==> src/rtl/fbc_pkg.sv <==
package fbc_pkg;
    localparam int REG_W = 32;
    localparam int IDX_W = 2;

    typedef enum logic [IDX_W-1:0] {
        SEL_FRONT = 2'd0,
        SEL_BACK  = 2'd1,
        SEL_RES   = 2'd2,
        SEL_FMT   = 2'd3
    } reg_sel_e;

    typedef struct packed {
        logic [REG_W-1:0] front;
        logic [REG_W-1:0] back;
    } ptr_state_t;

    typedef struct packed {
        logic [3:0] bpp;
        logic       amode;
    } fmt_state_t;

    typedef struct packed {
        logic [REG_W-1:0] rdata;
    } rd_state_t;
endpackage

==> src/rtl/fbc_bus_dec.sv <==
module fbc_bus_dec
    import fbc_pkg::*;
#(
    parameter int NUM_REGS = 4
) (
    input  logic [IDX_W-1:0] addr,
    input  logic             wr,
    input  logic             wdata_bit0,
    output logic             swap_req,
    output logic             wr_back,
    output logic             wr_fmt
);
    logic [NUM_REGS-1:0] hit;

    for (genvar i = 0; i < NUM_REGS; i++) begin : g_hit
        assign hit[i] = wr && (addr == IDX_W'(i));
    end

    assign swap_req = hit[SEL_FRONT] && wdata_bit0;
    assign wr_back  = hit[SEL_BACK];
    assign wr_fmt   = hit[SEL_FMT];
endmodule

==> src/rtl/fbc_swap_sched.sv <==
module fbc_swap_sched (
    input  logic clk,
    input  logic rst_n,
    input  logic swap_req,
    input  logic vsync,
    output logic swap_now,
    output logic pending
);
    logic pend_d, pend_q;

    always_comb begin
        pend_d = pend_q;
        if (vsync && pend_q) begin
            pend_d = 1'b0;
        end
        if (swap_req) begin
            pend_d = 1'b1;
        end
    end

    always_ff @(posedge clk) begin
        if (!rst_n) begin
            pend_q <= 1'b0;
        end else begin
            pend_q <= pend_d;
        end
    end

    assign swap_now = vsync && pend_q;
    assign pending  = pend_q;
endmodule

==> src/rtl/fbc_ptr_bank.sv <==
module fbc_ptr_bank
    import fbc_pkg::*;
#(
    parameter logic [REG_W-1:0] FRONT_RST = 32'h0800_0000,
    parameter logic [REG_W-1:0] BACK_RST  = 32'h0900_0000
) (
    input  logic             clk,
    input  logic             rst_n,
    input  logic             swap_now,
    input  logic             wr_back,
    input  logic [REG_W-1:0] wdata,
    output logic [REG_W-1:0] front,
    output logic [REG_W-1:0] back
);
    ptr_state_t st_d, st_q;

    always_comb begin
        st_d = st_q;
        if (swap_now) begin
            st_d.front = st_q.back;
            st_d.back  = st_q.front;
        end
        if (wr_back) begin
            st_d.back = wdata;
        end
    end

    always_ff @(posedge clk) begin
        if (!rst_n) begin
            st_q.front <= FRONT_RST;
            st_q.back  <= BACK_RST;
        end else begin
            st_q <= st_d;
        end
    end

    assign front = st_q.front;
    assign back  = st_q.back;
endmodule

==> src/rtl/fbc_fmt_reg.sv <==
module fbc_fmt_reg
    import fbc_pkg::*;
#(
    parameter logic [3:0] BPP_RST   = 4'd2,
    parameter logic       AMODE_RST = 1'b0,
    parameter int         BPP_MIN   = 1,
    parameter int         BPP_MAX   = 4
) (
    input  logic       clk,
    input  logic       rst_n,
    input  logic       wr_fmt,
    input  logic [3:0] wdata_bpp,
    input  logic       wdata_amode,
    output logic [3:0] bpp,
    output logic       amode
);
    localparam logic [3:0] LO = 4'(BPP_MIN);
    localparam logic [3:0] HI = 4'(BPP_MAX);

    fmt_state_t st_d, st_q;
    logic       bpp_ok;

    always_comb begin
        bpp_ok = (wdata_bpp >= LO) && (wdata_bpp <= HI);
        st_d   = st_q;
        if (wr_fmt) begin
            st_d.amode = wdata_amode;
            if (bpp_ok) begin
                st_d.bpp = wdata_bpp;
            end
        end
    end

    always_ff @(posedge clk) begin
        if (!rst_n) begin
            st_q.bpp   <= BPP_RST;
            st_q.amode <= AMODE_RST;
        end else begin
            st_q <= st_d;
        end
    end

    assign bpp   = st_q.bpp;
    assign amode = st_q.amode;
endmodule

==> src/rtl/fb_swap_ctrl.sv <==
module fb_swap_ctrl
    import fbc_pkg::*;
#(
    parameter logic [REG_W-1:0] FRONT_RST = 32'h0800_0000,
    parameter logic [REG_W-1:0] BACK_RST  = 32'h0900_0000,
    parameter int               RES_X     = 320,
    parameter int               RES_Y     = 240,
    parameter int               X_BITS    = 9,
    parameter int               Y_BITS    = 8,
    parameter int               BPP_RST   = 2
) (
    input  logic             clk,
    input  logic             rst_n,
    input  logic [IDX_W-1:0] bus_addr,
    input  logic             bus_wr,
    input  logic             bus_rd,
    input  logic [REG_W-1:0] bus_wdata,
    output logic [REG_W-1:0] bus_rdata,
    input  logic             vsync,
    output logic [REG_W-1:0] front_ptr,
    output logic [3:0]       bytes_per_pix,
    output logic             addr_mode,
    output logic [7:0]       x_bits,
    output logic [7:0]       y_bits
);
    localparam logic [REG_W-1:0] RES_WORD = {16'(RES_Y), 16'(RES_X)};
    localparam logic [7:0]       XB       = 8'(X_BITS);
    localparam logic [7:0]       YB       = 8'(Y_BITS);

    logic             swap_req, wr_back, wr_fmt, swap_now, pending;
    logic [REG_W-1:0] back_ptr;
    rd_state_t        rd_d, rd_q;
    logic [REG_W-1:0] rd_mux;

    fbc_bus_dec #(.NUM_REGS(4)) u_dec (
        .addr       (bus_addr),
        .wr         (bus_wr),
        .wdata_bit0 (bus_wdata[0]),
        .swap_req   (swap_req),
        .wr_back    (wr_back),
        .wr_fmt     (wr_fmt)
    );

    fbc_swap_sched u_sched (
        .clk      (clk),
        .rst_n    (rst_n),
        .swap_req (swap_req),
        .vsync    (vsync),
        .swap_now (swap_now),
        .pending  (pending)
    );

    fbc_ptr_bank #(.FRONT_RST(FRONT_RST), .BACK_RST(BACK_RST)) u_ptr (
        .clk      (clk),
        .rst_n    (rst_n),
        .swap_now (swap_now),
        .wr_back  (wr_back),
        .wdata    (bus_wdata),
        .front    (front_ptr),
        .back     (back_ptr)
    );

    fbc_fmt_reg #(.BPP_RST(4'(BPP_RST))) u_fmt (
        .clk         (clk),
        .rst_n       (rst_n),
        .wr_fmt      (wr_fmt),
        .wdata_bpp   (bus_wdata[7:4]),
        .wdata_amode (bus_wdata[1]),
        .bpp         (bytes_per_pix),
        .amode       (addr_mode)
    );

    always_comb begin
        unique case (reg_sel_e'(bus_addr))
            SEL_FRONT: rd_mux = front_ptr;
            SEL_BACK:  rd_mux = back_ptr;
            SEL_RES:   rd_mux = RES_WORD;
            default:   rd_mux = {YB, XB, 8'h00, bytes_per_pix, 2'b00, addr_mode, pending};
        endcase
        rd_d = rd_q;
        if (bus_rd) begin
            rd_d.rdata = rd_mux;
        end
    end

    always_ff @(posedge clk) begin
        if (!rst_n) begin
            rd_q.rdata <= '0;
        end else begin
            rd_q <= rd_d;
        end
    end

    assign bus_rdata = rd_q.rdata;
    assign x_bits    = XB;
    assign y_bits    = YB;
endmodule

==> config.mk <==
export PLATFORM = sky130hd
export DESIGN_NAME = fb_swap_ctrl
export DESIGN_NICKNAME = d
export VERILOG_FILES = /design/src/rtl/fbc_pkg.sv /design/src/rtl/fbc_bus_dec.sv /design/src/rtl/fbc_swap_sched.sv /design/src/rtl/fbc_ptr_bank.sv /design/src/rtl/fbc_fmt_reg.sv /design/src/rtl/fb_swap_ctrl.sv
export SDC_FILE = /design/constraint.sdc
export NUM_CORES = 1
export LEC_CHECK = 0
export BUFFER_PORTS_ARGS = -buffer_cell sky130_fd_sc_hd__buf_2
export CORE_UTILIZATION = 30
export CTS_CLUSTER_DIAMETER = 80
export DETAILED_ROUTE_END_ITERATION = 10
export PLACE_DENSITY = 0.48
export SETUP_SLACK_MARGIN = 0.1
export SYNTH_ARGS = -nofsm -noshare
export SYNTH_HDL_FRONTEND = slang
export SYNTH_SLANG_ARGS = --single-unit
==> constraint.sdc <==
create_clock -name clk -period 1.35 [get_ports clk]
set_input_delay 0.27 -clock clk [delete_from_list [all_inputs] [get_ports clk]]
set_output_delay 0.27 -clock clk [all_outputs]
set_load 0.1 [all_outputs]
== Word-level counts from Yosys, hierarchy flattened ==
Cells that the tools add are included.
Storage, ports and cells
  bits in registers: 102
  output and inout bits: 85
  word-level logic and storage cells: 26
Operators by class
  order comparisons: 2
  eq/ne operators: 3
  mux-type cells: 5
  reduce and logical (&&, ||, !) cells: 10
Operators by type and width (number)
  $pmux W32 S3: 1
  $mux W32: 2
  $logic_and A1 B1 Y1: 6
  $eq A2 B2 Y1 const B: 2
  $ge A4 B1 Y1 const B: 1
  $le A4 B3 Y1 const B: 1
  $reduce_bool A2 Y1: 2
  $eq A2 B1 Y1 const B: 1
  $logic_not A2 Y1: 1
  $mux W1: 2
  $reduce_and A2 Y1: 1

== Depth between registers and ports, before layout ==
  depth after elaboration: 4
  depth in mapped cells: 6
  depth with buffers taken out: 3

== Cells and area by module ==
From an unflattened synthesis, not the netlist that was laid out.
Second synthesis, totals
  cells, all modules: 461
  area total of the unflattened synthesis: 4933.5 um^2
Modules (own cells, without submodules)
  fbc_ptr_bank: instances 1, cells each 245, area an instance 2912.8 um^2, seq. area each 1281.2 um^2
  fb_swap_ctrl: instances 1, cells each 182, area an instance 1692.9 um^2, seq. area each 640.6 um^2
  fbc_fmt_reg: instances 1, cells each 27, area an instance 256.5 um^2, seq. area each 100.1 um^2
  fbc_swap_sched: instances 1, cells each 4, area an instance 41.3 um^2, seq. area each 20.0 um^2
  fbc_bus_dec: instances 1, cells each 3, area an instance 30.0 um^2, seq. area each 0.0 um^2

== Worst setup path after synthesis ==
Ideal clock, no wire load.
  path kind: flip-flop to flip-flop
  start: register, netlist name u_fmt.bpp[0]
  end: register rd_q (netlist bit bus_rdata[4])
  setup time: 67 ps
  arrival: 1435 ps
  required time: 1283 ps
  path slack: -152 ps
  stages on the path, launching flop included: 4
  period minus slack after synthesis: 1502 ps
  cell sequence: dfxtp_1 -> mux2_2 -> a221oi_1 -> nor2_1
Between the ends
  word-level cells in the longest chain between the ends: 1
RTL lines
  $pmux W32 S3: RTL line fb_swap_ctrl.sv:74  | unique case (reg_sel_e'(bus_addr))
  to (signal assigned): RTL line fb_swap_ctrl.sv:90  | rd_q <= rd_d;
  to (decl): RTL line fb_swap_ctrl.sv:32  | rd_state_t rd_d, rd_q;
Every way passes these cells.
A chain may end at the register's enable or synchronous reset.

== Final worst setup path ==
  start: register rd_q (netlist bit bus_rdata[2])
  end: output port bus_rdata[2]
RTL lines
  to (decl): RTL line fb_swap_ctrl.sv:18  | output logic [REG_W-1:0] bus_rdata,
No word-level cell between the ends.

==> impl_metrics.json <==
{
  "worstSetupPathType": "register to output pin",
  "ys.flop_type": "dfxtp_1",
  "hp-class": "primary input to register",
  "pwr-share-comb": 0.163,
  "firstDrtPassIters": 5,
  "crit_path_end_kind": "output pin",
  "cts_buffers": 9,
  "die_area_sq_um": 15000,
  "portBuffers": 107,
  "ioPinCount": 124,
  "slowest_stage": "dfxtp_1",
  "die_x_um": 123,
  "rsz0062_at_grt": "false",
  "cpPeakStageDelay_ns": 0.37,
  "area_growth_pct": 47.7,
  "seq_power_share": 0.454,
  "clock-root-buffer": "clkbuf_16",
  "drc": 0,
  "crit_family": "flip-flops",
  "start_kind": "register",
  "final.setup_skew_ns": 0.00737,
  "initialDrtViolationCount": 252,
  "min_period_ns": 1.22,
  "post_cts_buffers": 0,
  "gp_congestion": 0.790,
  "num_vias": 4075,
  "yosysWarnings": 0,
  "fp-row-count": 43,
  "grt_pass1_wl_um": 20500,
  "clk_latency_ns": 0.34,
  "layout_setup_ws_ns": 0.129,
  "cts.sinks": 102,
  "start_util": 0.310,
  "p_total_uw": 7010,
  "n_antenna_cell": 0,
  "grt_pass1_vias": 3904,
  "netlist_area_sq_um": 4360,
  "fin_nets": 672,
  "fmax_mhz": 819,
  "grt_start_max_net_pins": 49,
  "status": "finished clean",
  "critical_path_buf_inv_count": 1,
  "drive_gt1_frac": 0.335,
  "synth_cell_types": 35,
  "min_period_over_period": 0.904,
  "ir_drop_v": 0.000595,
  "hold_viol_final": 0,
  "clk_pin_slew_ns": 0.07,
  "final_max_slew_viol_count": 0,
  "gr-total-overflow": 0,
  "p_sw_frac": 0.286,
  "p_sw_uw": 2010,
  "powerDensity_nw_per_um2": 1090,
  "ant_nets": 0,
  "cp.required_ns": 1.08,
  "worstPathArrival_ns": 0.95,
  "yosysSeqAreaShare": 0.468,
  "die_h_um": 123,
  "antenna_found_initial": 1,
  "p_leak_uw": 0.00247,
  "core-area_sq_um": 14000,
  "clkPwrFrac": 0.383,
  "max-cap-violations": 0,
  "cts_tree": "done",
  "ys_ff_latch": 102,
  "dp_hpwl_um": 8830,
  "htreeDepth": 3,
  "wl_um": 12700,
  "synthArstFlopShare": 0,
  "fin_util": 0.459,
  "syn_inst": 536,
  "setup_viol": 0,
  "cts_buffer_depth": 2,
  "crit_fanout": 2,
  "dp_slack_ns": -0.0624,
  "grt_use_total": 0.176,
  "via_per_inst": 4.98,
  "wl_per_cell_um": 15.5,
  "internal_power_uw": 5000,
  "cp_cell_sequence": "buf_6",
  "synth_area_per_cell_sq_um": 8.13,
  "synth-edff-count": 0
}
==> cell usage after synthesis, drive strengths merged, types with 3 or more instances <==
master | n | area, sq um
nand2b | 7 | 43.8
nor2 | 25 | 93.8
nor2b | 3 | 18.8
a2bb2oi | 18 | 158
clkbuf | 26 | 98.8
mux2 | 5 | 56.3
inv | 4 | 15.0
buf | 35 | 223
mux2i | 20 | 200
o2bb2ai | 6 | 52.6
a21oi | 42 | 210
dfxtp | 102 | 2040
o21ai | 47 | 235
a221oi | 3 | 26.3
nand2 | 136 | 510
nand3 | 3 | 15.0
o22ai | 3 | 18.8
a31oi | 34 | 213
==> power groups by stage <==
| stage | Sequential [uW] | Combinational, uW | Clock, uW |
|---|---|---|---|
| 2_1_floorplan | 3510 | 553 | 0 |
| 6_report | 3180 | 1140 | 2690 |
| 3_5_place_dp | 3250 | 1130 | 0 |
| 5_1_grt | 3200 | 1210 | 2880 |
| 3_3_place_gp | 3250 | 1120 | 0 |
| 4_1_cts | 3180 | 1140 | 2750 |
==> cells by family after synthesis <==
family,share of synthesized area
AND/OR/NAND/NOR,0.170
multiplexers,0.0588
buffers and inverters,0.0772
flip-flops,0.468
other,0.00172
XOR/XNOR,0.00603
AO/OA/AOI/OAI,0.218
==> final timing paths <==
path	startpoint	end	slack [ns]	cells past startpoint
max	bus_rdata[2]	bus_rdata[2]	0.13	1
min	bus_wdata[5]	u_fmt.bpp[1]	0.21	2
max reg2reg	u_sched.pending	u_ptr.back[24]	0.22	4
min reg2reg	u_ptr.back[10]	u_ptr.front[10]	0.46	2
==> through the flow <==
| step | cells | TNS (ns) | area, sq um | hold WS, ns |
|---|---|---|---|---|
| finish | 818 | 0 | 6440 | 0.206 |
| global route | 818 | 0 | 6440 | 0.207 |
| CTS | 818 | 0 | 6420 | 0.196 |
| detailed placement | 802 | -0.148 | 6050 | 0.453 |
| global placement | 802 | -0.0400 | 6050 | 0.447 |
| floorplan | 550 | 0 | 4470 | 0.388 |
==> timing repair <==
item                                   in CTS  in global routing
endpoints found under the hold margin       0                  0
setup endpoints to repair                  16                 12
hold buffers                                0                  0
gates resized for setup                    23                  8
==> registers in the layout (all words and copies together), names as in the netlist <==
name / count
bus_rdata: 32
u_fmt.bpp: 4
u_fmt.amode: 1
u_ptr.front: 32
u_ptr.back: 32
u_sched.pending: 1
==> cell type report <==
type	instances	area, sq um
clock buffer	12	256
clock inverter	4	55.1
fill	1327	7600
inverter	4	15.0
multi-input combinational	383	2040
sequential	102	2110
tap	180	225
timing repair buffer	133	1740
==> layout by cell type, fill, tap and decap left out, types with 5 or more instances in the layout <==
cell type  Yosys  final
buf_12         0     64
nand2b_1       7      7
o21ai_0       43     43
a2bb2oi_1     18     18
mux2_2         5      5
mux2i_1       20     20
nand2_1      136    135
buf_6          0      9
nor2_1        25     25
o2bb2ai_1      6      6
clkbuf_16      0      9
a31oi_1       34     34
dfxtp_1      102     46
buf_2         13     38
buf_4         20     22
dfxtp_2        0     56
a21oi_1       42     42
conb_1         2     16
==> layer usage <==
layer  up-vias  wire (um)  track usage
li1       2002          -            -
met1      1937       5630        0.227
met2       119       6180        0.296
met3        15        693       0.0381
met4         2        145       0.0434
met5         -         11            0
No activity file was read; power rests on OpenSTA's default activity.
